### src/rtl/tnd_pkg.sv
package tnd_pkg;
  localparam int FC_W = 6;

  typedef enum logic [1:0] {
    SRC_FUNC   = 2'b00,
    SRC_SWITCH = 2'b01,
    SRC_PROG   = 2'b10,
    SRC_NOS    = 2'b11
  } src_sel_e;

  localparam logic [FC_W-1:0] FC_ADD    = 6'h10;
  localparam logic [FC_W-1:0] FC_INC    = 6'h12;
  localparam logic [FC_W-1:0] FC_DOUBLE = 6'h18;
  localparam logic [FC_W-1:0] FC_INVERT = 6'h1C;
endpackage

### src/rtl/tnd_func_unit.sv
module tnd_func_unit
  import tnd_pkg::*;
#(
  parameter int W = 16
) (
  input  logic [W-1:0]    a,
  input  logic [W-1:0]    b,
  input  logic [FC_W-1:0] fc,
  output logic [W-1:0]    y
);
  always_comb begin
    case (fc)
      FC_ADD:    y = a + b;
      FC_INC:    y = a + W'(1);
      FC_DOUBLE: y = {a[W-2:0], 1'b0};
      FC_INVERT: y = ~a;
      default:   y = a;
    endcase
  end
endmodule

### src/rtl/tnd_src_mux.sv
module tnd_src_mux
  import tnd_pkg::*;
#(
  parameter int W    = 16,
  parameter int SW_W = 8
) (
  input  logic [1:0]      sel,
  input  logic [W-1:0]    func_y,
  input  logic [SW_W-1:0] switches,
  input  logic [W-1:0]    prog_word,
  input  logic [W-1:0]    nos,
  output logic [W-1:0]    y
);
  localparam int PAD = W - SW_W;

  logic [W-1:0] sw_ext;

  generate
    if (PAD > 0) begin : g_pad
      assign sw_ext = {{PAD{1'b0}}, switches};
    end else begin : g_nopad
      assign sw_ext = switches[W-1:0];
    end
  endgenerate

  always_comb begin
    case (src_sel_e'(sel))
      SRC_FUNC:   y = func_y;
      SRC_SWITCH: y = sw_ext;
      SRC_PROG:   y = prog_word;
      default:    y = nos;
    endcase
  end
endmodule

### src/rtl/tnd_load_reg.sv
module tnd_load_reg #(
  parameter int W = 16
) (
  input  logic         clk,
  input  logic         clr,
  input  logic         ld,
  input  logic [W-1:0] d,
  output logic [W-1:0] q
);
  always_ff @(posedge clk or posedge clr) begin
    if (clr)     q <= '0;
    else if (ld) q <= d;
  end
endmodule

### src/rtl/tos_nos_datapath.sv
module tos_nos_datapath
  import tnd_pkg::*;
#(
  parameter int W    = 16,
  parameter int SW_W = 8
) (
  input  logic            clk,
  input  logic            clr,
  input  logic            t_load,
  input  logic            n_load,
  input  logic            disp_load,
  input  logic [1:0]      src_sel,
  input  logic [FC_W-1:0] func_code,
  input  logic [SW_W-1:0] switches,
  input  logic [W-1:0]    prog_word,
  output logic [W-1:0]    tos,
  output logic [W-1:0]    nos,
  output logic [W-1:0]    disp
);
  logic [W-1:0] fu_y;
  logic [W-1:0] tos_d;

  tnd_func_unit #(.W(W)) u_fu (
    .a  (tos),
    .b  (nos),
    .fc (func_code),
    .y  (fu_y)
  );

  tnd_src_mux #(.W(W), .SW_W(SW_W)) u_mux (
    .sel       (src_sel),
    .func_y    (fu_y),
    .switches  (switches),
    .prog_word (prog_word),
    .nos       (nos),
    .y         (tos_d)
  );

  tnd_load_reg #(.W(W)) u_tos (
    .clk (clk), .clr (clr), .ld (t_load), .d (tos_d), .q (tos)
  );

  tnd_load_reg #(.W(W)) u_nos (
    .clk (clk), .clr (clr), .ld (n_load), .d (tos), .q (nos)
  );

  tnd_load_reg #(.W(W)) u_disp (
    .clk (clk), .clr (clr), .ld (disp_load), .d (tos), .q (disp)
  );
endmodule

### config.mk
export PLATFORM = sky130hd
export DESIGN_NAME = tos_nos_datapath
export DESIGN_NICKNAME = d
export VERILOG_FILES = /design/src/rtl/tnd_pkg.sv /design/src/rtl/tnd_func_unit.sv /design/src/rtl/tnd_src_mux.sv /design/src/rtl/tnd_load_reg.sv /design/src/rtl/tos_nos_datapath.sv
export SDC_FILE = /design/constraint.sdc
export NUM_CORES = 1
export LEC_CHECK = 0
export BUFFER_PORTS_ARGS = -buffer_cell sky130_fd_sc_hd__buf_2
export CAP_MARGIN = 20
export CELL_PAD_IN_SITES_DETAIL_PLACEMENT = 1
export CELL_PAD_IN_SITES_GLOBAL_PLACEMENT = 2
export CORE_UTILIZATION = 33
export CTS_BUF_LIST = sky130_fd_sc_hd__clkbuf_8
export DETAILED_ROUTE_END_ITERATION = 12
export PLACE_DENSITY = 0.92
export SYNTH_ARGS = -nofsm -noshare
export SYNTH_HDL_FRONTEND = slang
export SYNTH_SLANG_ARGS = --single-unit
export TNS_END_PERCENT = 50
### constraint.sdc
create_clock -name clk -period 2.4 [get_ports clk]
set_input_delay 0.72 -clock clk [delete_from_list [all_inputs] [get_ports clk]]
set_output_delay 0.72 -clock clk [all_outputs]
set_load 0.03 [all_outputs]
# ---- Word-level counts from Yosys, hierarchy flattened
# Cells that the tools add are included.
dict set report op_classes {
  add_sub_neg 2
  multipliers 0
  div_mod_pow 0
  n_lt_le_gt_ge 0
  n_eq_ne 7
  shift 0
  muxes 2
  n_bitwise 1
  reduce_logical 2
}
# op n
set op_table {}
lappend op_table {{$pmux 16 s4} 1}
lappend op_table {{$pmux 16 s3} 1}
lappend op_table {{$eq 6x5->1 const B} 4}
lappend op_table {{$add 16x1->16 const B} 1}
lappend op_table {{$add 16x16->16} 1}
lappend op_table {{$not 16->16} 1}
lappend op_table {{$ne 5x5->1 const B} 1}
lappend op_table {{$eq 2x1->1 const B} 1}
lappend op_table {{$eq 2x2->1 const B} 1}
lappend op_table {{$logic_not 2->1} 1}
lappend op_table {{$reduce_and 2->1} 1}
dict set report word_totals {
  reg_bits 48
  latchBits 0
  mem_bits_rw 0
  mem_bits_ro 0
  input_bits 37
  output_inout_bits 48
  wordCells 17
  memories 0
}

# ---- Logic depth before layout (Yosys ltp)
dict set report logic_depth {
  word_depth 3
  ltp_mapped 12
  depth_no_buf 12
}

# ---- Modules after synthesis
# A second synthesis with hierarchy kept.
dict set report unflattened {
  hier_cells 311
  hier_area_um2 3658.5
}
# module n_inst cells_per_inst area_per_inst_um2 seq_area_each_um2
set modules_own_cells {}
lappend modules_own_cells {tnd_load_reg 3 35 653.1 400.4}
lappend modules_own_cells {tnd_func_unit 1 177 1262.5 0.0}
lappend modules_own_cells {tnd_src_mux 1 29 436.7 0.0}

# ---- Least setup slack after synthesis
# No wires, ideal clock.
dict set report synth_path {
  path_type {input port to flip-flop}
  start {input func_code[0]}
  end {register u_tos.q[12]}
  setup_ps 126
  t_arrival_ps 2990
  t_required_ps 2274
  setup_slack_ps -717
  path_stages 11
  path_buffers 1
  path_cell_list {nor3b_4 -> nand3_1 -> clkbuf_1 -> and2_1 -> ha_1 -> nor2b_1 -> o2111ai_1 -> a21boi_0 -> or4_1 -> a21oi_1 -> o31ai_1}
}
dict set report synth_via {
  elab_chain_len 3
  elab_cells_between_ends 8
  classes_between {eq/ne (5); mux (2); reduce/logical (1)}
}
# item line
set synth_lines {}
lappend synth_lines {{start: declaration} tos_nos_datapath.sv:13} ;# input logic [FC_W-1:0] func_code,
lappend synth_lines {{$eq 6x5->1} tnd_func_unit.sv:12} ;# case (fc)
lappend synth_lines {{$pmux 16 s4 / $ne 5x5->1 (equally long branches)} n/a}
lappend synth_lines {{$pmux 16 s3 / $reduce_and 2->1 (equally long branches)} n/a}
lappend synth_lines {{end signal: assignment} tnd_load_reg.sv:11} ;# if (clr) q <= '0;
lappend synth_lines {{end signal: assignment} tnd_load_reg.sv:12} ;# else if (ld) q <= d;
lappend synth_lines {{end: declaration} tnd_load_reg.sv:8} ;# output logic [W-1:0] q
# Several ways; a longest one is shown, not always the timed one.
# A chain may end at the register's enable or synchronous reset.

# ---- Worst setup path after layout
dict set report layout_path {
  start {input func_code[5]}
  end {register u_tos.q[11]}
}
# The elaborated chain is that of the path after synthesis.

==> summary.txt <==
Synthesis
  – Area share of the largest cell type after synthesis: 0.351
  – Post-synth EDFFs: 0
  – Mapped Cells: 363
  – Ys Warns: 0
  – Post-synth ARST share: 1.00
  – Seq/Total Area, Yosys: 0.351
  – Distinct cells, synth: 54
  – Mapped Area: 0.00342 mm2
  – Main flop type after synthesis: dfrtp_1
  – Synth area leader: dfrtp_1
  – Mean Syn Cell Area: 9.43 um2
  – #FFs+latches synth: 48
  – Top area cells in the synthesized netlist: dfrtp_1 (35%), mux2_2 (13%), ha_1 (5.5%)
  – Syn nets: 416

Routing
  – DRC violations left: 0
  – Final WL: 13.0 mm
  – Routed vias: 3,547
  – Post-route ant nets: 0
  – Post-DR wirelength/cell: 20.1 um
  – Iteration count of the initial detailed-routing pass: 4
  – Iter 0 DRT Violations: 92
  – DR vias/cell: 5.48

Die
  – I/O pins: 85
  – Initial Util: 0.346
  – Total die area: 0.0108 mm2
  – Core footprint: 0.00991 mm2
  – Die Ht: 104 um
  – Chip width: 104 um
  – Cell Rows: 36

Placement
  – IO Port Bufs: 84
  – Detailed placement HPWL: 9.48 mm
  – Gp weighted congestion: 0.907

GRT
  – First-pass GRT wire length: 20.9 mm
  – Antenna violations before repair: 0
  – Largest net degree at the start of global routing: 49
  – GRT overflow: 0
  – Vias in the first global route: 3,908
  – Tot GR Track Use: 0.244

Cells and area
  – Synthesis-to-finish area growth: 46.5%
  – Most common cell after layout, fill and taps aside: buf_2
  – Layout cells sized above 1: 0.527
  – Commonest non-fill, non-tap cells in the layout: buf_2 (82), buf_4 (70), dfrtp_1 (48)
  – Multi-input gate area: 0.00246 mm2
  – Nets: 566
  – Filler cells: 1,205
  – # diodes: 0
  – Seq. cell area: 0.00120 mm2
  – Final core occ: 0.506

Worst setup path
  – CP Capture Type: flip-flop
  – CP cell instances: buf_6, nor3b_4, nand3_2, buf_6, nand2_4, inv_2, ha_4, a211oi_4, o21bai_2, o31a_1, a221oi_2, xor2_1, a21oi_1
  – Top delay family on crit path: compound AO/OA/AOI/OAI gates
  – Buf+Inv Stages, Crit Path: 3
  – Critical Path Max Stage Delay: 300 ps
  – CP max-delay cell: xor2_1
  – CP Max Fanout: 6
  – Worst path required time: 2590 ps
  – Crit Path Class: primary input to flip-flop
  – CP Data Arrival Time: 2980 ps
  – Startpoint types: primary input
  – Worst path most repeated cell: buf_6

STA
  – Worst-Margin Slew: 482 ps
  – Final period utilization: 1.16
  – Final setup fails: 15
  – Final number of hold-violating endpoints: 0
  – Maximum clock frequency: 358 MHz
  – Relative slew slack: 0.679
  – Fin. max-slew vios: 0
  – Post-layout worst setup margin: -392 ps
  – Final Skew: 8.14 ps
  – RSZ-0062 raised after global routing: true
  – Tmin final: 2790 ps

Power and ir drop
  – Total power draw: 7650 uW
  – Leakage: 0.00230 uW
  – Pwr dens: 1530 mW/mm2
  – Maximum VDD drop: 839 uV

Clocking
  – Worst-Skew Late Latency: 310 ps
  – Root Buffer: clkbuf_8
  – Clock sink total: 48
  – CTS tree: yes
  – Worst-path clk slew: 90 ps
  – CTS Buffer Depth: 2
  – H-tree levels: 2
  – Num CTS Buffers: 5

Status
  – Status: finished with violations
  – Failing checks: negative setup slack

Run
  – Max Cap Violations: 0

Min path
  – Worst Hold Class: primary input to asynchronous set/reset pin
## where the power goes
part           internal, uW  total [uW]  switching (uW)
Sequential             1150        1510             357
Clock                   306         602             296
Combinational          2570        5540            2980
## Yosys cell counts, types with 4 or more instances
master,number
dfrtp_1,48
mux2_2,41
nand2_1,32
o21ai_0,32
a21oi_1,30
nor2_1,25
ha_1,15
and2_1,14
nand3_1,12
clkbuf_1,11
inv_1,10
mux2i_1,7
a21o_1,6
nor3_1,6
and3_1,5
xnor2_1,5
xor2_1,5
a211oi_1,4
a31oi_1,4
mux4_2,4
nand2b_1,4
o211ai_1,4
## final timing paths
check,startpoint,endpoint,slack [ps],depth (start not counted)
setup / recovery,func_code[5],u_tos.q[11],-390,13
setup reg to reg,u_nos.q[0],u_tos.q[11],20,9
min in group clk,u_disp.q[9],u_disp.q[9],510,1
hold / removal,clr,u_disp.q[13],440,3
hold reg to reg,u_disp.q[9],u_disp.q[9],510,1
max in group asynchronous,clr,u_tos.q[11],1700,3
## layer usage
layer,wire (um),up-vias,track usage,share of wire
met5,0,-,0,0
met2,6850,144,0.446,0.53
met4,288,0,0.0643,0.022
met1,5200,1765,0.299,0.40
li1,-,1616,-,-
met3,692,22,0.0332,0.053
## metrics by stage
step                hold WS, ps  TNS [ps]  area, um2  std cells  worst slack, ps
floorplan                   720     -4780       3590        363             -442
global placement            486     -8600       4610        631             -729
detailed placement          492     -9420       4610        631             -853
CTS                         461     -3950       4910        645             -411
global route                462     -5180       5020        647             -436
finish                      444     -4060       5020        647             -392
## final cells by class
type | instances | share of cell area
well taps | 133 | 0.0332
inverters | 11 | 0.00823
flip-flops and latches | 48 | 0.239
clock buffers | 5 | 0.0137
repair buffers | 160 | 0.208
multi-input cells | 287 | 0.490
clock inverters | 3 | 0.00773
## tightest hold or removal path: cells and delay by family
kind	cells	cell delay, ps
buf+inv	3	420
## logic make-up (layout without fill, tap and decap cells)
group,Yosys count,after routing,synth area share
and+or+nand+nor,106,106,0.153
buffers and inverters,28,179,0.0413
adders and majority gates,16,16,0.0607
muxes,53,53,0.186
xor gates and xnor gates,10,10,0.0256
AOI/OAI and AO/OA,102,102,0.183
DFF,48,48,0.351
## flip-flops by register name (all words and copies together) (netlist names)
signal / flops
u_tos.q: 16
u_nos.q: 16
u_disp.q: 16
## what timing repair did
action                                  4_1_cts  5_1_grt
setup buffers                                 6        3
endpoints found under the setup margin       15       15
gates resized for setup                      40       15
hold buffers                                  0        0
pin swaps                                    25       14
No activity file was read; power rests on OpenSTA's default activity.
